**config.mk**
```make
export PLATFORM = sky130hd
export DESIGN_NAME = spi_stat_word
export DESIGN_NICKNAME = d
export VERILOG_FILES = /design/src/rtl/spi_stat_pkg.sv /design/src/rtl/spi_stat_occ.sv /design/src/rtl/spi_stat_modf.sv /design/src/rtl/spi_stat_word.sv
export SDC_FILE = /design/constraint.sdc
export NUM_CORES = 1
export LEC_CHECK = 0
export ABC_AREA = 1
export BUFFER_PORTS_ARGS = -buffer_cell sky130_fd_sc_hd__buf_4
export CORE_MARGIN = 5
export CORE_UTILIZATION = 45
export CTS_CLUSTER_DIAMETER = 40
export DETAILED_ROUTE_END_ITERATION = 6
export PLACE_DENSITY = 0.73
export SLEW_MARGIN = 20
export SYNTH_ARGS = -nofsm -noshare
export SYNTH_HDL_FRONTEND = slang
export SYNTH_SLANG_ARGS = --single-unit
```
**constraint.sdc**
```tcl
create_clock -name clk -period 2 [get_ports clk]
set_input_delay 0.1 -clock clk [delete_from_list [all_inputs] [get_ports clk]]
set_output_delay 0.1 -clock clk [all_outputs]
set_load 0.03 [all_outputs]
```
**src/rtl/spi_stat_pkg.sv**
```systemverilog
package spi_stat_pkg;
   localparam int STAT_W = 32;

   // LSB-first positions of the flags inside the status word
   localparam int POS_RX_EMPTY = 0;
   localparam int POS_RX_FULL  = 1;
   localparam int POS_TX_EMPTY = 2;
   localparam int POS_TX_FULL  = 3;
   localparam int POS_MODF     = 4;
   localparam int POS_SEL_N    = 5;
   localparam int FLAG_CNT     = 6;

   typedef struct packed {
      logic sel_n;
      logic modf;
      logic tx_full;
      logic tx_empty;
      logic rx_full;
      logic rx_empty;
   } stat_flags_t;
endpackage

```
**src/rtl/spi_stat_occ.sv**
```systemverilog
module spi_stat_occ #(
   parameter bit USE_FIFO = 1'b1,
   parameter int DEPTH    = 16
) (
   input  logic clk,
   input  logic rst_n,
   input  logic push,
   input  logic pop,
   output logic full,
   output logic empty
);
   localparam int CNT_W = $clog2(DEPTH + 1);

   if (DEPTH < 2) begin : g_bad_depth
      $error("spi_stat_occ: DEPTH must be at least 2");
   end

   if (USE_FIFO) begin : g_fifo
      logic [CNT_W-1:0] cnt_q;
      logic [CNT_W-1:0] cnt_d;

      always_comb begin
         cnt_d = cnt_q;
         if (push && !pop && (cnt_q != CNT_W'(DEPTH)))
            cnt_d = cnt_q + CNT_W'(1);
         else if (pop && !push && (cnt_q != '0))
            cnt_d = cnt_q - CNT_W'(1);
      end

      always_ff @(posedge clk or negedge rst_n) begin
         if (!rst_n) cnt_q <= '0;
         else        cnt_q <= cnt_d;
      end

      assign full  = (cnt_q == CNT_W'(DEPTH));
      assign empty = (cnt_q == '0);

      AST_PUSH_NOT_EMPTY: assert property (@(posedge clk) disable iff (!rst_n)
         push && !pop |=> !empty);
      AST_POP_NOT_FULL: assert property (@(posedge clk) disable iff (!rst_n)
         pop && !push |=> !full);
      AST_IDLE_HOLD: assert property (@(posedge clk) disable iff (!rst_n)
         !push && !pop |=> $stable(full) && $stable(empty));
   end else begin : g_reg
      logic full_q;
      logic empty_q;

      always_ff @(posedge clk or negedge rst_n) begin
         if (!rst_n) begin
            full_q  <= 1'b0;
            empty_q <= 1'b1;
         end else if (push) begin
            full_q  <= 1'b1;
            empty_q <= 1'b0;
         end else if (pop) begin
            full_q  <= 1'b0;
            empty_q <= 1'b1;
         end
      end

      assign full  = full_q;
      assign empty = empty_q;

      AST_REG_COMPL: assert property (@(posedge clk) disable iff (!rst_n)
         full != empty);
      AST_REG_PUSH_WINS: assert property (@(posedge clk) disable iff (!rst_n)
         push |=> full);
   end

   AST_NOT_BOTH: assert property (@(posedge clk) disable iff (!rst_n)
      !(full && empty));
endmodule

```
**src/rtl/spi_stat_modf.sv**
```systemverilog
module spi_stat_modf (
   input  logic clk,
   input  logic rst_n,
   input  logic ss_n,
   input  logic cfg_master,
   input  logic stat_rd,
   output logic sel_n,
   output logic modf,
   output logic irq
);
   logic ss_prev_q;
   logic sel_n_q;
   logic modf_q;
   logic irq_q;
   logic fault_ev;

   // select line newly pulled low by someone else while acting as master
   assign fault_ev = cfg_master && !ss_n && ss_prev_q;

   always_ff @(posedge clk or negedge rst_n) begin
      if (!rst_n) begin
         ss_prev_q <= 1'b1;
         sel_n_q   <= 1'b1;
         modf_q    <= 1'b0;
         irq_q     <= 1'b0;
      end else begin
         ss_prev_q <= ss_n;
         sel_n_q   <= cfg_master || ss_n;
         if (fault_ev)     modf_q <= 1'b1;
         else if (stat_rd) modf_q <= 1'b0;
         irq_q <= fault_ev && (!modf_q || stat_rd);
      end
   end

   assign sel_n = sel_n_q;
   assign modf  = modf_q;
   assign irq   = irq_q;

   AST_IRQ_WITH_FLAG: assert property (@(posedge clk) disable iff (!rst_n)
      irq |-> modf);
   AST_IRQ_ONE_CYCLE: assert property (@(posedge clk) disable iff (!rst_n)
      irq |=> !irq);
   AST_MODF_READ_CLEAR: assert property (@(posedge clk) disable iff (!rst_n)
      stat_rd && !(cfg_master && !ss_n && ss_prev_q) |=> !modf);
   AST_MODF_STICKY: assert property (@(posedge clk) disable iff (!rst_n)
      modf && !stat_rd |=> modf);
   AST_SEL_MASTER: assert property (@(posedge clk) disable iff (!rst_n)
      cfg_master |=> sel_n);
endmodule

```
**src/rtl/spi_stat_word.sv**
```systemverilog
module spi_stat_word
   import spi_stat_pkg::*;
#(
   parameter bit USE_FIFO   = 1'b1,
   parameter int FIFO_DEPTH = 16
) (
   input  logic              clk,
   input  logic              rst_n,
   input  logic              host_tx_wr,
   input  logic              host_rx_rd,
   input  logic              stat_rd,
   input  logic              stat_wr,
   input  logic              xfer_done,
   input  logic              ss_n,
   input  logic              cfg_master,
   output logic [STAT_W-1:0] stat_word,
   output logic              modf_irq
);
   localparam int RSVD_W = STAT_W - FLAG_CNT;

   if (STAT_W < FLAG_CNT) begin : g_bad_width
      $error("spi_stat_word: status width too small for the flags");
   end

   stat_flags_t flags;

   spi_stat_occ #(.USE_FIFO(USE_FIFO), .DEPTH(FIFO_DEPTH)) u_tx_occ (
      .clk   (clk),
      .rst_n (rst_n),
      .push  (host_tx_wr),
      .pop   (xfer_done),
      .full  (flags.tx_full),
      .empty (flags.tx_empty)
   );

   spi_stat_occ #(.USE_FIFO(USE_FIFO), .DEPTH(FIFO_DEPTH)) u_rx_occ (
      .clk   (clk),
      .rst_n (rst_n),
      .push  (xfer_done),
      .pop   (host_rx_rd),
      .full  (flags.rx_full),
      .empty (flags.rx_empty)
   );

   spi_stat_modf u_modf (
      .clk        (clk),
      .rst_n      (rst_n),
      .ss_n       (ss_n),
      .cfg_master (cfg_master),
      .stat_rd    (stat_rd),
      .sel_n      (flags.sel_n),
      .modf       (flags.modf),
      .irq        (modf_irq)
   );

   // stat_wr is deliberately not connected to any state
   assign stat_word = {{RSVD_W{1'b0}}, flags};

   AST_RSVD_ZERO: assert property (@(posedge clk) disable iff (!rst_n)
      stat_word[STAT_W-1:FLAG_CNT] == '0);
   AST_WR_NO_EFFECT: assert property (@(posedge clk) disable iff (!rst_n)
      stat_wr && !host_tx_wr && !host_rx_rd && !xfer_done && !stat_rd && !cfg_master
      |=> $stable(stat_word[POS_MODF:POS_RX_EMPTY]));
endmodule

```
=== Yosys cells after proc, flatten, opt, wreduce, memory -nomap -nowiden ===
Cells that the tools add are included.

* Register bits after elaboration: 14
* Output and inout bits: 33

* Equal/unequal tests: 4
* $add $sub $neg: 4
* Mux-type cells: 6
* Reduce and logical (&&, ||, !) cells: 25

{| class="wikitable"
|+ Operators by type and width
! operator !! count
|-
| $mux W5 || 4
|-
| $logic_and A1 B1 Y1 || 11
|-
| $add A5 B1 Y5 const B || 2
|-
| $eq A5 B5 Y1 const B || 2
|-
| $logic_not A5 Y1 || 2
|-
| $ne A5 B5 Y1 const B || 2
|-
| $reduce_bool A5 Y1 || 2
|-
| $sub A5 B1 Y5 const B || 2
|-
| $reduce_bool A2 Y1 || 3
|-
| $logic_not A1 Y1 || 5
|-
| $logic_or A1 B1 Y1 || 2
|-
| $mux W1 || 2
|}

=== Logic depth before layout (Yosys ltp) ===
* Word-level depth: 5
* Gate-level depth with buffers: 12

=== Hierarchy ===
A second synthesis with hierarchy kept.

* Cell total of the unflattened synthesis: 154
* Area total of the unflattened synthesis: 1232.4 µm²

{| class="wikitable"
|+ By module, submodules not included
! module !! area an instance (µm²) !! cells an instance !! times used
|-
| spi_stat_occ at u_tx_occ || 446.7 || 57 || 1
|-
| spi_stat_occ at u_rx_occ || 441.7 || 57 || 1
|-
| spi_stat_word || 198.9 || 27 || 1
|-
| spi_stat_modf || 145.1 || 13 || 1
|}

=== Least setup slack after synthesis ===
No wires, ideal clock.

* Path type: reg-to-reg
* From: register u_tx_occ.g_fifo.cnt_q[1]
* To: register u_tx_occ.g_fifo.cnt_q[4]
* Data required time: 1.884 ns
* Stages on the path, launching flop included: 12
* Path slack: 0.278 ns
* Data arrival time: 1.606 ns
* Period minus slack after synthesis: 1.722 ns
* Buffers on the path: 0
* Library setup time: 0.116 ns
* Cell sequence: dfrtp_1 > nor2_2 > nand3_2 > nand2_4 > inv_1 > fa_1 > inv_1 > nand3_1 > nand2_1 > nand3_1 > nand3_1 > nand2_1

* Cells in the longest elaborated chain, start to end: 3

{| class="wikitable"
|+ Ends and longest elaborated chain
! what !! line !! source
|-
| from (decl) || spi_stat_occ.sv:19 || <nowiki>logic [CNT_W-1:0] cnt_q;</nowiki>
|-
| from (signal assigned) || spi_stat_occ.sv:32 || <nowiki>else cnt_q <= cnt_d;</nowiki>
|-
| $sub A5 B1 Y5 (tied with other cells) || spi_stat_occ.sv:27 || <nowiki>cnt_d = cnt_q - CNT_W'(1);</nowiki>
|-
| $mux W5 (tied with other cells) || spi_stat_occ.sv:26 || <nowiki>else if (pop && !push && (cnt_q != '0))</nowiki>
|-
| $mux W5 / $reduce_bool A2 Y1 (equally long branches) || n/a ||
|}

Several ways; a longest one is shown, not always the timed one. The select of a mux whose other input is x is not followed.
A chain may end at the register's enable or synchronous reset.

=== Worst setup path after layout ===
Same ends and word-level chain as after synthesis.

==> results.md <==
- Status: complete, no violations
- Setup tns final: 0 ns
- Ant. Diodes: 0
- Detailed placement HPWL: between 1500 and 2000 um
- # H-tree levels: 1
- Worst-path fanout max: 6
- Die area: 3938 um2
- Drt total wl: 2093 um
- CTS Buf Count: 3
- CP Cell Sequence: nor2_4 > nand3_2 > nand2_4 > inv_1 > fa_1 > inv_1 > nand3_1 > nand2_1 > nand3_1 > nand3_1 > nand2_1
- GRT overflow: 0
- TritonCTS clock tree: built
- DRT antenna net count: 0
- Max Clock Skew: around 0.0064 ns
- Vias in the first global route: 822
- Vias: 935
- Core area: around 2700 um2
- Initial antenna violation count: 0
- Ports: between 40 and 50
- FF-to-FF setup slack: 0.15 ns
- Met1 usage: between 10% and 20%
- Area grow syn2layout: 7.492%
- Ys Warns: 0
- Placed insts: 202
- IR drop worst, VDD: approximately 0.62 mV
- Fillcell total: about 270
- Synth cell types: 22
- FF/Latch Area: between 300 and 400 um2
- Leak: just under 0.8 nW
- Sequential fraction of the synthesis area: 28.17%
- Most frequent CP cell: nand3_1
- Total iterations of the first detailed-routing run: 5
- Wire length per cell: between 10 and 15 um
- PD cells: around 1300 nW/um2
- Detailed Route Iter0 Violations: 47
- Finished Layout Cells: 208
- Area of the multi-input gates: 688.2 um2
- Row count: 19
- Setup crit end kind: flop
- Startpoint types: flop
- Avg Synthesized Cell Area: ~8 um2
- Worst-Skew Late Latency: 0.28 ns
- Worst EP required: approximately 2.2 ns
- # Max-Cap Violations: 0
- Fmax: roughly 0.54 GHz
- R2R cell count: 11
- Clock buffer depth: 2
- Critical path origin: u_tx_occ.g_fifo.cnt_q[1]$_DFFE_PN0P_
- Hold depth: 2
- GRT Total Usage: 10.65%
- RSZ-0062 raised after global routing: no
- Share of the clock period used by the worst path: between 90 and 100%
- Final setup viols: 0
- Layout cells sized above 1: between 20% and 30%
- Crit path to: u_tx_occ.g_fifo.cnt_q[4]$_DFFE_PN0P_
- # port buffers: 14
- Syn Inst Count: between 150 and 200
- DRC viols: 0
- NumNets Final: approximately 200
- Worst-path clk slew: ~0.09 ns
- Flops & latches, synth: 14
- Crit Reg-Reg Startpoint: u_tx_occ.g_fifo.cnt_q[1]$_DFFE_PN0P_
- Critical-path top delay cell: dfrtp_1
- Initial core utilization: 46.21%
- Die Span X: ~63 um
- Mapped Area: 1252 um2
- WP data arrival: between 2 and 2.5 ns
- Routability Congestion: between 0.7 and 0.8
- Die H: 62.76 um
- Sink Count: 14
- Max-slew violations: 0
- M2 GR Usage: about 17%
- Largest net degree at the start of global routing: 15
- CP max stage delay: ~0.45 ns
- Vias/cell: around 4.5
- Setup CP Type: reg -> reg
- Root Driver: clkbuf_4
- GR peak layer: met2
- Final Critical Period: around 1.9 ns
- Reg2reg end: u_tx_occ.g_fifo.cnt_q[4]$_DFFE_PN0P_
- HP Class: in -> reg
- Final Hold Vio Count: 0
- First-pass GRT wire length: 3436 um
- Met3 Track Usage GR: under 10%
what timing repair did:
action / 4_1_cts / 5_1_grt
endpoints found under the setup margin: 0 / 2
endpoints found under the hold margin: 15 / 0
hold buffers: 2 / 0
buffers inserted: 0 / 0
resized for setup: 0 / 2
worst min-delay path by stage:
stage / from / to
global route: stat_rd / u_modf.modf$_DFFE_PN0P_
detailed placement: rst_n / u_modf.irq$_DFF_PN0_
finish: stat_rd / u_modf.modf$_DFFE_PN0P_
global placement: rst_n / u_rx_occ.g_fifo.cnt_q[3]$_DFFE_PN0P_
floorplan: rst_n / u_modf.irq$_DFF_PN0_
CTS: stat_rd / u_modf.modf$_DFFE_PN0P_
sequential cells by signal, summed over array words and instances, names as in the netlist:
signal                 cells
u_modf.irq                 1
u_modf.modf                1
u_modf.sel_n               1
u_modf.ss_prev_q           1
u_rx_occ.g_fifo.cnt_q      5
u_tx_occ.g_fifo.cnt_q      5
cell usage after synthesis, drive strengths merged:
cell	count	area, um2
nand2	36	165.2
fa	2	40.04
buf	32	240.2
inv	20	75.07
a21oi	2	10.01
dfrtp	12	300.3
xor2	1	8.760
ha	7	87.58
nor2	14	72.57
o21ai	2	13.76
conb	1	3.750
nand3b	3	22.52
nand3	24	145.1
or2	1	6.260
dfstp	2	52.55
xnor2	1	8.760
cell type report:
class,count,share of cell area (%)
sequential,14,26.21
tap,31,2.881
clock buffer,4,2.695
multi-input combinational,119,51.12
timing repair buffer,20,11.52
inverter,20,5.576
critical path: cells and delay by family, from the launching register on:
kind / cells / cell delay, ns
buffers and inverters: 2 / 0.13
DFF: 1 / 0.45
and+or+nand+nor: 8 / 0.72
adders and majority gates: 1 / 0.43
layer usage:
layer	vias up	wire, um	share of wire [%]
met2	32	973	46
met3	4	168	8.0
met4	0	28	1.3
met1	424	923	44
met5	-	0	0
li1	475	-	-
where the power goes:
part | internal (mW) | switching [mW]
Clock | 0.111 | 0.0926
Combinational | 0.439 | 0.652
Sequential | 0.393 | 0.124
Total | 0.943 | 0.868
cell usage in the layout (no fill, tap or decap), types with 2 or more instances in the layout:
master	synthesis	routed
nand2_1	30	30
conb_1	1	26
inv_1	20	20
nand3_1	19	19
buf_4	32	18
dfrtp_1	12	12
nor2_1	10	10
ha_1	7	7
nand3_2	5	5
nand2_4	3	4
nor2_4	2	3
nand3b_1	3	3
clkbuf_4	0	3
nand2_2	3	2
a21oi_1	2	2
fa_1	2	2
dlygate4sd3_1	0	2
dfstp_2	2	2
logic make-up after synthesis:
family / Yosys count / synth area share (%)
other: 1 / 0.2994
XOR/XNOR: 2 / 1.399
AO/OA/AOI/OAI: 4 / 1.898
adder cells (fa/ha/maj): 9 / 10.19
flip-flops: 14 / 28.17
buffers and inverters: 52 / 25.17
AND/OR/NAND/NOR: 78 / 32.87
through the flow:
stage	area [um2]	utilization (%)	setup WS [ns]	hold WS (ns)	total power, mW
2_1_floorplan	1346	-	0.2779	-0.1956	1.410
5_1_grt	1346	49.68	0.01834	0.0003693	2.002
3_3_place_gp	1280	47.23	0.1682	-0.04213	1.563
3_5_place_dp	1280	47.23	0.1554	-0.04100	1.596
4_1_cts	1336	49.31	0.1184	0.01317	1.807
6_report	1346	49.68	0.1478	0.01530	1.811
(Power assumes the default switching activity.)
